**config.mk**
```make
export PLATFORM = sky130hd
export DESIGN_NAME = mem_bist_engine
export DESIGN_NICKNAME = d
export VERILOG_FILES = /design/src/rtl/mbist_pkg.sv /design/src/rtl/mbist_patgen.sv /design/src/rtl/mbist_rd_pipe.sv /design/src/rtl/mem_bist_engine.sv
export SDC_FILE = /design/constraint.sdc
export NUM_CORES = 1
export LEC_CHECK = 0
export BUFFER_PORTS_ARGS = -buffer_cell sky130_fd_sc_hd__buf_4
export CORE_MARGIN = 1
export CORE_UTILIZATION = 55
export CTS_CLUSTER_SIZE = 12
export DETAILED_ROUTE_END_ITERATION = 7
export PLACE_DENSITY = 0.81
export REMOVE_ABC_BUFFERS = 1
export SYNTH_ARGS = -nofsm -noshare
export SYNTH_HDL_FRONTEND = slang
export SYNTH_HIERARCHICAL = 1
export SYNTH_SLANG_ARGS = --single-unit
export TNS_END_PERCENT = 50
```
**constraint.sdc**
```tcl
create_clock -name clk -period 5.3 [get_ports clk]
set_input_delay 1.59 -clock clk [delete_from_list [all_inputs] [get_ports clk]]
set_output_delay 1.59 -clock clk [all_outputs]
set_load 0.005 [all_outputs]
```
**src/rtl/mbist_pkg.sv**
```systemverilog
package mbist_pkg;
  localparam int DW        = 64;
  localparam int HALF_W    = DW / 2;
  localparam int NUM_FILL  = 9;
  localparam int NUM_PAT   = NUM_FILL + 1 + 2 * HALF_W;
  localparam int PW        = $clog2(NUM_PAT);

  typedef enum logic [2:0] {
    ST_IDLE,
    ST_WR,
    ST_RD,
    ST_DRAIN,
    ST_DONE
  } mbist_state_e;
endpackage

```
**src/rtl/mbist_patgen.sv**
```systemverilog
module mbist_patgen
  import mbist_pkg::*;
#(
  parameter int AW = 10
) (
  input  logic [PW-1:0] idx,
  input  logic [AW-1:0] addr,
  output logic [DW-1:0] data
);
  logic [PW-1:0]     k;
  logic [HALF_W-1:0] w;

  always_comb begin
    k = idx - PW'(NUM_FILL + 1);
    w = HALF_W'(1) << k[PW-1:1];
    case (idx)
      PW'(0):        data = '0;
      PW'(1):        data = '1;
      PW'(2):        data = {32{2'b10}};
      PW'(3):        data = {32{2'b01}};
      PW'(4):        data = {16{4'b1100}};
      PW'(5):        data = {8{8'hF0}};
      PW'(6):        data = {4{16'hFF00}};
      PW'(7):        data = {2{32'hFFFF0000}};
      PW'(8):        data = {32'hFFFFFFFF, 32'h0};
      PW'(NUM_FILL): data = DW'(addr);
      default:       data = k[0] ? ~{w, w} : {w, w};
    endcase
  end
endmodule

```
**src/rtl/mbist_rd_pipe.sv**
```systemverilog
module mbist_rd_pipe #(
  parameter int AW  = 10,
  parameter int LAT = 2
) (
  input  logic          clk,
  input  logic          rst,
  input  logic          flush,
  input  logic          in_vld,
  input  logic [AW-1:0] in_addr,
  output logic          out_vld,
  output logic [AW-1:0] out_addr,
  output logic          busy
);
  logic [LAT-1:0] vld;
  logic [AW-1:0]  adr [LAT];

  always_ff @(posedge clk) begin
    if (rst || flush) vld[0] <= 1'b0;
    else              vld[0] <= in_vld;
    adr[0] <= in_addr;
  end

  for (genvar i = 1; i < LAT; i++) begin : g_stage
    always_ff @(posedge clk) begin
      if (rst || flush) vld[i] <= 1'b0;
      else              vld[i] <= vld[i-1];
      adr[i] <= adr[i-1];
    end
  end

  assign out_vld  = vld[LAT-1];
  assign out_addr = adr[LAT-1];
  assign busy     = |vld;

  assert_flush_clears_R5: assert property (@(posedge clk) disable iff (rst)
    flush |=> !busy);
endmodule

```
**src/rtl/mem_bist_engine.sv**
```systemverilog
module mem_bist_engine
  import mbist_pkg::*;
#(
  parameter int AW     = 10,
  parameter int RD_LAT = 2,
  parameter int CW     = 16
) (
  input  logic          clk,
  input  logic          rst,
  input  logic          start,
  input  logic [AW-1:0] start_addr,
  input  logic [AW-1:0] end_addr,
  output logic [AW-1:0] mem_addr,
  output logic          mem_we,
  output logic          mem_re,
  output logic [63:0]   mem_wdata,
  input  logic [63:0]   mem_rdata,
  output logic          done,
  output logic          fail,
  output logic [AW-1:0] fail_addr,
  output logic [63:0]   fail_expected,
  output logic [63:0]   fail_actual,
  output logic [CW-1:0] pass_count,
  output logic [CW-1:0] fail_count
);
  localparam logic [PW-1:0] LAST_PAT = PW'(NUM_PAT - 1);

  mbist_state_e  state;
  logic [PW-1:0] pat;
  logic [AW-1:0] cur, lo_q, hi_q;
  logic [DW-1:0] wr_pat, exp_pat;
  logic [AW-1:0] cmp_addr;
  logic          cmp_vld, pipe_busy, start_ok, cmp_en, miscmp;

  assign start_ok = start && (state == ST_IDLE || state == ST_DONE);
  assign cmp_en   = cmp_vld && (state == ST_RD || state == ST_DRAIN);
  assign miscmp   = cmp_en && (mem_rdata != exp_pat);

  mbist_patgen #(.AW(AW)) u_wr_pat (.idx(pat), .addr(cur),      .data(wr_pat));
  mbist_patgen #(.AW(AW)) u_cmp_pat(.idx(pat), .addr(cmp_addr), .data(exp_pat));

  mbist_rd_pipe #(.AW(AW), .LAT(RD_LAT)) u_pipe (
    .clk(clk), .rst(rst), .flush(start_ok),
    .in_vld(mem_re), .in_addr(mem_addr),
    .out_vld(cmp_vld), .out_addr(cmp_addr), .busy(pipe_busy)
  );

  always_ff @(posedge clk) begin
    if (rst) begin
      state         <= ST_IDLE;
      pat           <= '0;
      cur           <= '0;
      lo_q          <= '0;
      hi_q          <= '0;
      mem_addr      <= '0;
      mem_wdata     <= '0;
      mem_we        <= 1'b0;
      mem_re        <= 1'b0;
      done          <= 1'b0;
      fail          <= 1'b0;
      fail_addr     <= '0;
      fail_expected <= '0;
      fail_actual   <= '0;
      pass_count    <= '0;
      fail_count    <= '0;
    end else begin
      mem_we <= 1'b0;
      mem_re <= 1'b0;
      if (start_ok) begin
        state         <= ST_WR;
        pat           <= '0;
        cur           <= start_addr;
        lo_q          <= start_addr;
        hi_q          <= end_addr;
        done          <= 1'b0;
        fail          <= 1'b0;
        fail_addr     <= '0;
        fail_expected <= '0;
        fail_actual   <= '0;
      end else if (miscmp) begin
        state         <= ST_DONE;
        done          <= 1'b1;
        fail          <= 1'b1;
        fail_addr     <= cmp_addr;
        fail_expected <= exp_pat;
        fail_actual   <= mem_rdata;
        fail_count    <= fail_count + 1'b1;
      end else begin
        case (state)
          ST_WR: begin
            if (cur < hi_q) begin
              mem_we    <= 1'b1;
              mem_addr  <= cur;
              mem_wdata <= wr_pat;
              cur       <= cur + 1'b1;
            end else begin
              cur   <= lo_q;
              state <= ST_RD;
            end
          end
          ST_RD: begin
            if (cur < hi_q) begin
              mem_re   <= 1'b1;
              mem_addr <= cur;
              cur      <= cur + 1'b1;
            end else begin
              state <= ST_DRAIN;
            end
          end
          ST_DRAIN: begin
            if (!pipe_busy) begin
              if (pat == LAST_PAT) begin
                state      <= ST_DONE;
                done       <= 1'b1;
                pass_count <= pass_count + 1'b1;
              end else begin
                pat   <= pat + 1'b1;
                cur   <= lo_q;
                state <= ST_WR;
              end
            end
          end
          default: ;
        endcase
      end
    end
  end

  assert_single_strobe_R2: assert property (@(posedge clk) disable iff (rst)
    !(mem_we && mem_re));

  assert_addr_window_R1: assert property (@(posedge clk) disable iff (rst)
    (mem_we || mem_re) |-> (mem_addr >= lo_q && mem_addr < hi_q));

  assert_done_quiet_R7: assert property (@(posedge clk) disable iff (rst)
    done |-> !(mem_we || mem_re));

  assert_fail_with_done_R6: assert property (@(posedge clk) disable iff (rst)
    fail |-> done);

  assert_one_counter_R8: assert property (@(posedge clk) disable iff (rst)
    $rose(done) |-> ((pass_count != $past(pass_count)) != (fail_count != $past(fail_count))));
endmodule

```
======== Yosys cells after proc, flatten, opt, wreduce, memory -nomap -nowiden ========
Memories as Yosys holds them, arrays and structs flattened.
Cells that the tools add are included.
Widths: inputs -> output; s select.
word-level totals
  memory bits (writable) .................. 20
  memories kept ........................... 1
  bits in registers ....................... 290
  output and inout bits ................... 248
  input port bits ......................... 87
operators by class
  bitwise operators ....................... 7
  shift operators ......................... 1
  muxes and demuxes ....................... 22
  add/sub/neg operators ................... 5
  $lt $le $gt $ge ......................... 1
  reduce and logical (&&, ||, !) cells .... 30
  equality and inequality tests ........... 29
memories
  memory      depth  width  rd ports  clocked after Yosys merged registers in  write ports  RTL line             text
  u_pipe.adr  2      10     2         0                                        2            mbist_rd_pipe.sv:15  logic [AW-1:0] adr [LAT];
operators with widths
  kind                   count
  $pmux 64 s10           2
  $mux 64                1
  $ne 64x64->1           1
  $not 64->64            1
  $mux 10                6
  $add 16x1->16 const B  2
  $shl 1x6->32 const A   1
  $pmux 10 s3            1
  $eq 7x3->1 const B     4
  $reduce_and 4->1       6
  $mux 3                 5
  $eq 7x2->1 const B     2
  $eq 7x4->1 const B     2
  $ne 4x3->1 const B     3
  $add 10x1->10 const B  1
  $lt 10x10->1           1
  $reduce_and 5->1       2
  $ne 3x3->1 const B     3
  $pmux 3 s3             1
  $reduce_bool 4->1      2
  $reduce_or 4->1        2
  $add 7x1->7 const B    1
  $eq 7x1->1 const B     1
  $eq 7x7->1 const B     1
  other kinds (21)       43

======== Depth between registers and ports, before layout ========
Gate-level depths: netlist (run 1).
  depth after elaboration ................. 9
  depth in mapped cells ................... 21
  gate-level depth less buffers ........... 14

======== Modules after synthesis ========
The synthesis (run 1) kept the hierarchy.
modules (own cells, without submodules)
  module           cells an instance  area each (µm²)  seq. area each (µm²)  instances
  mem_bist_engine  1,478              11,850.1         5,765.5               1
  mbist_patgen     337                2,001.9          0.0                   2
  mbist_rd_pipe    35                 536.8            440.4                 1

======== Worst setup path after synthesis (run 1) ========
No wires, ideal clock.
  kind .................................... reg-to-reg
  start point ............................. register pat[1]
  end point ............................... register mem_addr[1]
  arrival time ............................ 4.030 ns
  library setup time ...................... 0.118 ns
  required time ........................... 5.182 ns
  stages on the path, launching flop included .. 20
  path slack .............................. 1.152 ns
  clock period less this slack ............ 4.148 ns
  path through ............................ dfxtp_1 -> buf_2 -> buf_2 -> nor2_1 -> ha_1 -> clkbuf_1 -> clkbuf_1 -> nand2_1 -> nor3_1 -> xnor2_1 -> nand2_1 -> nand3_1 -> xnor2_1 -> nand4_1 -> nor4_2 -> and4_1 -> nor2_2 -> or4_4 -> buf_6 -> mux2i_1
on the way
  word-level cells in the longest chain between the ends .. 9
ends and longest elaborated chain
  what                                 RTL line                text
  from (decl)                          mem_bist_engine.sv:29   logic [PW-1:0] pat;
  from (signal assigned)               mem_bist_engine.sv:117  pat <= pat + 1'b1;
  $sub 7x4->7                          mbist_patgen.sv:14      k = idx - PW'(NUM_FILL + 1);
  $shl 1x6->32                         mbist_patgen.sv:15      w = HALF_W'(1) << k[PW-1:1];
  $not 64->64                          mbist_patgen.sv:27      default: data = k[0] ? ~{w, w} : {w, w};
  $mux 64                              mbist_patgen.sv:27
  $pmux 64 s10 *                       mbist_patgen.sv:16      case (idx)
  named net exp_pat[38]                mem_bist_engine.sv:31   logic [DW-1:0] wr_pat, exp_pat;
  $ne 64x64->1 *                       mem_bist_engine.sv:37   assign miscmp = cmp_en && (mem_rdata != exp_pat);
  $logic_and 1x1->1 *                  mem_bist_engine.sv:37
  $not 1->1 (no source line) *         -
  $reduce_and 4->1 (no source line) *  -
  to (signal assigned)                 mem_bist_engine.sv:93   mem_addr <= cur;
  to (signal assigned)                 mem_bist_engine.sv:104  mem_addr <= cur;
  to (decl)                            mem_bist_engine.sv:13   output logic [AW-1:0] mem_addr,
Mark *: on every way through the listed nets, which the timed path passes. The rest lies on a longest branch.
A chain may end at the register's enable or synchronous reset.

======== Worst setup path in the final report (run 1) ========
  start point ............................. register pat[1]
  end point ............................... register pass_count[13]
on the way
  word-level cells in the longest chain between the ends .. 9
ends and longest elaborated chain
  what                                 RTL line                text
  $sub 7x4->7                          mbist_patgen.sv:14
  $shl 1x6->32                         mbist_patgen.sv:15
  $not 64->64                          mbist_patgen.sv:27
  $mux 64                              mbist_patgen.sv:27
  $pmux 64 s10 *                       mbist_patgen.sv:16
  named net exp_pat[16]                mem_bist_engine.sv:31
  $ne 64x64->1 *                       mem_bist_engine.sv:37
  $logic_and 1x1->1 *                  mem_bist_engine.sv:37
  $not 1->1 (no source line) *         -
  $reduce_and 5->1 (no source line) *  -
  to (signal assigned)                 mem_bist_engine.sv:115  pass_count <= pass_count + 1'b1;
  to (decl)                            mem_bist_engine.sv:23   output logic [CW-1:0] pass_count,
Marks and branches as above.

==> results of run 1 <==
-- layout make-up --
| type | count | share of cell area, % |
|---|---|---|
| multi-input combinational | 1681 | 46.9 |
| sequential | 310 | 31.3 |
| timing repair buffer | 367 | 14.1 |
| clock buffer | 49 | 4.65 |
| tap | 384 | 2.42 |
| inverter | 29 | 0.548 |
| clock inverter | 1 | 0.0441 |
-- through the flow --
step	setup TNS [ps]	hold slack [ps]	worst slack (ps)	power [mW]	std cells
floorplan	-592740	310	-3480	3.52	2020
global route	0	330	378	6.34	2821
detailed placement	0	313	651	4.03	2771
global placement	0	311	631	3.99	2771
finish	0	327	515	6.06	2821
CTS	0	326	624	6.07	2821
-- final timing paths --
check	cells past startpoint	to	slack (ps)
setup / recovery	14	pass_count[13]	520
setup reg to reg	14	pass_count[13]	520
hold reg to reg	0	u_pipe/adr[0][13]	330
hold / removal	0	u_pipe/adr[0][13]	330
-- registers in the layout, indices dropped and copies added, names as in the netlist, 16 cells and up --
name and cells:
fail_actual 64, fail_count 16, fail_expected 64, mem_wdata 64
pass_count 16, u_pipe/adr 20
-- synth_stat cells (18+ instances only) --
| cell | n | area share [%] |
|---|---|---|
| dfxtp_1 | 310 | 38 |
| xnor2_1 | 99 | 5.3 |
| buf_2 | 61 | 1.9 |
| ha_1 | 18 | 1.4 |
| nand2_1 | 589 | 13 |
| a21oi_1 | 305 | 9.3 |
| nand4_1 | 34 | 1.3 |
| inv_1 | 27 | 0.62 |
| nand2b_1 | 27 | 1.0 |
| o21ai_0 | 80 | 2.4 |
| nand3_1 | 53 | 1.6 |
| nor3_1 | 25 | 0.76 |
| o211ai_1 | 21 | 0.96 |
| mux2i_1 | 30 | 1.8 |
| nor2_1 | 98 | 2.2 |
| clkbuf_1 | 77 | 1.8 |
-- per-layer routing --
layer	share of wire, %	wire length (µm)
met5	0	0
met2	48	25900
met3	6.3	3380
met1	41	21800
met4	4.5	2390
-- kinds of logic after synthesis --
logic type / Yosys count
AND/OR/NAND/NOR: 964
AO/OA/AOI/OAI: 543
flip-flops: 310
buffers and inverters: 196
XOR/XNOR: 117
multiplexers: 39
adder cells (fa/ha/maj): 18
-- report_power, final --
part           total, mW  internal [mW]  switching (mW)
combinational       1.41          0.500           0.913
clock               2.06           1.17           0.884
sequential          2.59           2.45           0.143
==> results.toml, run 1 <==
[floorplanning]
io_pins = 335
initial_core_util_pct = 56.5
dieArea_mm2 = 0.0305
fp-row-count = 62
die_y_um = 175
fp.coreArea_mm2 = 0.0290
fp.dieW_um = 175

[clocking]
h-tree-depth = 1
clkTransAtPathRegs_ps = 60
ctsHoldBuffers = 0
cts_tree = "built"
cts_setup_buffers = 0
cts-root-buf = "clkbuf_16"
clock_tree.buffer_depth = 3
cts_buffers = 31
cts.sinks = 310
cts_resized = 0
clock_latency_ps = 570

[global_route]
grt_use_met1_pct = 41.9
grt_pass1_wl_um = 83600
grt_max_degree = 93
use_met3_pct = 4.31
overflow = 0
track_usage_pct = 33.5
globalRouteMet2Util_pct = 57.5
grt_pass1_vias = 15497
busiest_layer = "met2"
antenna_found_initial = 0

[final_layout]
syn_to_final_growth_pct = 21.2
finalInstanceArea_mm2 = 0.0199
final_common_cell = "nand2_1"
final_nets = 2525
seq_area_mm2 = 0.00621
final_util_pct = 68.5
fillers = 2488
drive_above_1_share_pct = 19.9
num_antenna_cells = 0
multi_input_area_mm2 = 0.00932
mostFrequentLayoutCells = "587 x nand2_1, 363 x buf_4, 306 x dfxtp_1"

[placement]
dp_hpwl_um = 38000
place_area_mm2 = 0.0189
gp_congestion = 1.02
io_buffer_count = 334

[synth]
synthAdderAreaFrac_pct = 1.37
synth_edf_count = 0
synth_ff_type = "dfxtp_1"
syn_area_mm2 = 0.0164
synthXorXnorAreaFrac_pct = 6.34
synth_top_family_by_area = "simple AND/OR/NAND/NOR gates"
ys_warn_count = 6
synthArstFlopShare_pct = 0
ys_seq_area_share_pct = 37.9
yosys.area_share.simple_pct = 27.1
syn_avg_cell_area_um2 = 7.49
ys_types = 82
muxShareOfSynthArea_pct = 2.45
synth_cells = 2187
ys_ff_latch = 310
synth-compound-area-share_pct = 19.4

[timing]
min_period_ps = 4780
tightest_slew_ps = 989
min_period_over_period_pct = 90.3
finalHoldViolations = 0
max_slew_margin_pct = 34.1
setup_violations = 0
rsz0062_at_grt = "false"
max_freq_ghz = 0.209
maxSlewViolCount = 0
skew_ps = 20.9

[drt]
drc_errors = 0
firstDrtPassIters = 8
vias_per_cell = 5.90
vias = 16640
drt_iter0_drc = 1474
wl_um = 53400
drtAntennaViolNets = 0
wl_per_cell_um = 18.9

[critical_path]
rr_startpoint = "pat[1]"
path_cells = "nor2_1, ha_1, nor3b_2, a21oi_1, o21ai_0, nand2_1, xnor2_1, nand4_1, nor4_2, and4_1, nor2_4, buf_12, or4_1, a21oi_1"
worst-path-buf-inv = 1
cp_slowest_stage_delay_ps = 560
cp_slowest_cell = "ha_1"
end_kind = "flop"
crit_type = "reg2reg"
cp_max_fo = 26
start_kind = "flop"
crit_family = "simple AND/OR/NAND/NOR gates"
arrival_ps = 5280
startpoint = "pat[1]"
cp.required_ps = 5790
worst_path_most_repeated_cell = "a21oi_1"

[run_status]
status = "completed"

[power]
power_per_cell_area_mw_per_mm2 = 305
peakVddDrop_mv = 0.247
cellLeakagePower_nw = 7.92

[worst_hold_path]
min-delay-start = "u_pipe/adr[0][3]"
hp-class = "reg2reg"

[run]
drv_cap = 0
(Power assumes the default switching activity.)
==> run 2, diff against run 1 <==
MAX_ROUTING_LAYER = met4   (was not set)
==> run 2 against run 1 <==
  * Clock power rose by 7%
  * Final area rose by 0.49%
  * Sequential share of layout area fell by 0.15 points
  * Critical path depth did not move
  * Non-clock buffer count up 2
  * Combinational power is essentially flat
  * Flip-flop and latch count did not move
  * Total power increased by 2.4%
  * Cell count barely moved
  * Sequential power barely moved
  * Critical path type unchanged
  * Highest routed layer unchanged
==> results.toml, run 2 (synthesis results as in run 1) <==
[clocking]
cts_resized = 0
h-tree-depth = 2
clock_latency_ps = 510
cts-root-buf = "clkbuf_16"
cts.sinks = 310
clock_tree.buffer_depth = 3
cts_tree = "built"
cts_buffers = 34
ctsHoldBuffers = 0
clkTransAtPathRegs_ps = 60
cts_setup_buffers = 0

[final_layout]
final_util_pct = 68.8
drive_above_1_share_pct = 20.2
syn_to_final_growth_pct = 21.8
final_common_cell = "nand2_1"
reg_top3 = "fail_actual (64), fail_expected (64), mem_wdata (64)"
num_antenna_cells = 0
final_nets = 2530
fillers = 2442
mostFrequentLayoutCells = "587 x nand2_1, 364 x buf_4, 306 x dfxtp_1"
finalInstanceArea_mm2 = 0.0200

[timing]
skew_ps = 12.7
setup_slack_ps = 447
max_freq_ghz = 0.206
holdWs_ps = 323
finalHoldViolations = 0
tightest_slew_ps = 918
maxSlewViolCount = 0
setup_violations = 0
tns_ps = 0
rsz0062_at_grt = "false"
max_slew_margin_pct = 38.0
min_period_over_period_pct = 91.6
min_period_ps = 4850

[critical_path]
cp_slowest_stage_delay_ps = 720
start_kind = "flop"
cp_slowest_cell = "ha_1"
path_cells = "nor2_1, ha_1, and2_1, nand2_1, mux2_2, o311ai_0, xnor2_1, nand4_1, nor4_2, and4_1, nor2_4, buf_12, or4_1, a21oi_1"
crit_type = "reg2reg"
arrival_ps = 5280
cp_max_fo = 27
cp.required_ps = 5730
end_kind = "flop"

[drt]
wl_met2_um = 26300
drtAntennaViolNets = 0
drt_iter0_drc = 1557
wl_met3_um = 3450
vias_per_cell = 5.95
wl_met1_um = 22300
wl_per_cell_um = 19.2
drc_errors = 0
firstDrtPassIters = 6
highest_layer = "met4"
wl_um = 54300
vias = 16802

[worst_hold_path]
hp-class = "reg2reg"

[power]
peakVddDrop_mv = 0.264
comb_power_share_pct = 22.8
internal-power_mw = 4.22
p_switching_mw = 1.99
cellLeakagePower_nw = 7.97
clockPowerShare_pct = 35.4
seqPwrFrac_pct = 41.8
power_per_cell_area_mw_per_mm2 = 311
p_sw_share_pct = 32.1

[global_route]
antenna_found_initial = 0
grt_pass1_vias = 15558
track_usage_pct = 35.3
overflow = 0
grt_max_degree = 99
grt_pass1_wl_um = 84800

[placement]
place_ws_ps = 567
dp_hpwl_um = 38700
io_buffer_count = 334
place_area_mm2 = 0.0190
gp_congestion = 1.01

[floorplanning]
dieArea_mm2 = 0.0305
io_pins = 335
die_y_um = 175
initial_core_util_pct = 56.5
fp-row-count = 62
fp.coreArea_mm2 = 0.0290
fp.dieW_um = 175

[run]
drv_cap = 0

[run_status]
status = "completed"
[run 2: layout make-up]
type	count	area [µm²]	area share, %
multi-input cells	1681	9320	46.7
flip-flops and latches	310	6210	31.1
repair buffers	369	2830	14.2
clock buffers	43	956	4.79
well taps	384	480	2.41
inverters	29	109	0.545
clock inverters	6	46.3	0.232
[run 2: power groups by stage]
stage               Sequential, mW  Clock (mW)  Combinational, mW
CTS                           2.59        2.22               1.41
floorplan                     2.59           0              0.925
global placement              2.63           0               1.37
finish                        2.59        2.20               1.41
detailed placement            2.64           0               1.40
global route                  2.61        2.31               1.55
[run 2: metal layers]
metal | global-route usage [%] | vias to the layer above
met3 | 4.16 | 151
met1 | 43.0 | 7933
met4 | 15.3 | 0
li1 | - | 7967
met5 | - | -
met2 | 59.1 | 751
[run 2: path summary, 6_finish.rpt]
| path | cells past startpoint | slack, ps | start | to |
|---|---|---|---|---|
| setup / recovery | 14 | 450 | pat[1] | pass_count[9] |
| hold / removal | 0 | 320 | u_pipe/adr[0][5] | u_pipe/adr[0][15] |
| setup reg to reg | 14 | 450 | pat[1] | pass_count[9] |
| hold reg to reg | 0 | 320 | u_pipe/adr[0][5] | u_pipe/adr[0][15] |
[run 2: worst max-delay path, delay by kind of cell, from the launching register on]
| kind | cells | cell delay [ps] |
|---|---|---|
| AND/OR/NAND/NOR | 8 | 2260 |
| adder cells (fa/ha/maj) | 1 | 720 |
| flip-flops | 1 | 590 |
| AO/OA/AOI/OAI | 2 | 460 |
| XOR/XNOR | 1 | 270 |
| multiplexers | 1 | 240 |
| buffers and inverters | 1 | 220 |
[run 2: metrics by stage]
stage / cells / total power, mW
floorplan: 2020 / 3.52
global placement: 2773 / 4.00
detailed placement: 2773 / 4.04
CTS: 2822 / 6.22
global route: 2822 / 6.47
finish: 2822 / 6.21
==> run 3, diff against run 2 <==
CAP_MARGIN = 40   (was not set)
CTS_BUF_LIST = sky130_fd_sc_hd__clkbuf_4 sky130_fd_sc_hd__clkbuf_8   (was not set)
GPL_ROUTABILITY_DRIVEN = 1   (was not set)
==> run 3 against run 2 <==
  * Core utilization is 0.68 points higher
  * Clock power rose by 8%
  * Global-route usage up 0.24 points
  * Critical endpoint is now pass_count[15]
  * Total power grew 3.2%
  * Count of clock-buffer cells in the layout grew 35
  * Setup slack improved by 64 ps
  * Die area unchanged
  * Sequential power hardly changed
  * Critical path depth increased by 1
==> results.toml, run 3 (synthesis results as in run 1) <==
[power]
peakVddDrop_mv = 0.301
cellLeakagePower_nw = 8.12
p_total_mw = 6.40
power_per_cell_area_mw_per_mm2 = 318

[critical_path]
path_cells = "nor2_1, ha_1, and2_1, nand2_1, mux2_2, o311ai_0, buf_1, xnor2_1, nand4_1, nor4_2, and4_1, nor2_4, buf_12, or4_1, a21oi_1"
cp_slowest_cell = "ha_1"
crit_family = "simple AND/OR/NAND/NOR gates"
worst-path-buf-inv = 2
cp.required_ps = 5810
cp_max_fo = 27
arrival_ps = 5300
crit_type = "reg2reg"
cp_slowest_stage_delay_ps = 720
start_kind = "flop"
end_kind = "flop"

[worst_hold_path]
hp-class = "reg2reg"

[timing]
maxSlewViolCount = 0
setup_slack_ps = 511
rsz0062_at_grt = "false"
setup_violations = 0
min_period_over_period_pct = 90.4
tightest_slew_ps = 811
skew_ps = 14.7
min_period_ps = 4790
holdWs_ps = 314
max_freq_ghz = 0.209
finalHoldViolations = 0
max_slew_margin_pct = 45.6

[drt]
drc_errors = 0
vias = 16849
firstDrtPassIters = 5
vias_per_cell = 5.87
wl_um = 54500
drtAntennaViolNets = 0
wl_per_cell_um = 19.0
drt_iter0_drc = 1501

[global_route]
grt_pass1_vias = 15920
track_usage_pct = 35.6
grt_pass1_wl_um = 85500
overflow = 0
grt_max_degree = 99
antenna_found_initial = 0

[clocking]
cts_setup_buffers = 0
clock_tree.buffer_depth = 3
h-tree-depth = 2
cts-root-buf = "clkbuf_8"
cts.sinks = 310
cts_tree = "built"
clock_latency_ps = 590
clkTransAtPathRegs_ps = 60
cts_buffers = 52
ctsHoldBuffers = 0
cts_resized = 0

[final_layout]
syn_to_final_growth_pct = 23.0
reg_top3 = "fail_actual (64), fail_expected (64), mem_wdata (64)"
mostFrequentLayoutCells = "587 x nand2_1, 364 x buf_4, 306 x dfxtp_1"
fin_cells = 2869
num_antenna_cells = 0
final_common_cell = "nand2_1"
final_nets = 2549
drive_above_1_share_pct = 21.8

[run]
drv_cap = 0

[placement]
place_ws_ps = 650
gp_congestion = 1.01
io_buffer_count = 334
dp_cells = 2774
dp_hpwl_um = 38700

[floorplanning]
die_y_um = 175
fp.coreArea_mm2 = 0.0290
io_pins = 335
fp-row-count = 62
initial_core_util_pct = 56.5
fp.dieW_um = 175
dieArea_mm2 = 0.0305

[run_status]
status = "completed"
## run 3: power breakdown
part	total, mW	internal (mW)	switching [mW]
registers	2.59	2.45	0.142
logic	1.42	0.503	0.922
clock network	2.38	1.41	0.973
total	6.40	4.36	2.04
## run 3: path summary, 6_finish.rpt
path,startpoint,to,slack [ps],cells past startpoint
worst max-delay path,pat[1],pass_count[15],510,15
worst min-delay path,u_pipe/adr[0][5],u_pipe/adr[0][15],310,0
worst max register to register,pat[1],pass_count[15],510,15
worst min register to register,u_pipe/adr[0][5],u_pipe/adr[0][15],310,0
## run 3: routing by layer
layer  GRT usage (%)  part of all wire (%)  vias to the layer above  routed length, µm
met5               -                     0                        -                  0
met4            15.9                   4.3                        0               2340
li1                -                     -                     8032                  -
met1            42.5                    40                     7878              22000
met2            60.0                    49                      794              26500
met3            4.44                   6.7                      145               3680
## run 3: cell type report
cell class                      count  area (µm²)
Multi-Input combinational cell   1681        9320
Fill cell                        2480        8850
Sequential cell                   310        6210
Timing Repair Buffer              370        2840
Clock buffer                       78        1000
Tap cell                          384         480
Clock inverter                     17         191
Inverter                           29         109
## run 3: worst reg2reg max path: cells and delay by family, from the launching register on
family / cells / cell delay [ps]
adders and majority gates: 1 / 720
muxes: 1 / 300
buffers and inverters: 2 / 470
DFF: 1 / 600
AOI/OAI and AO/OA: 2 / 260
xor gates and xnor gates: 1 / 150
and+or+nand+nor: 8 / 2230
## run 3: metrics by stage
stage / area, µm² / setup TNS, ps / utilization, %
2_1_floorplan: 15600 / -592740 / -
3_3_place_gp: 19000 / 0 / 65.3
3_5_place_dp: 19000 / 0 / 65.4
4_1_cts: 20200 / 0 / 69.5
5_1_grt: 20200 / 0 / 69.5
6_report: 20200 / 0 / 69.5
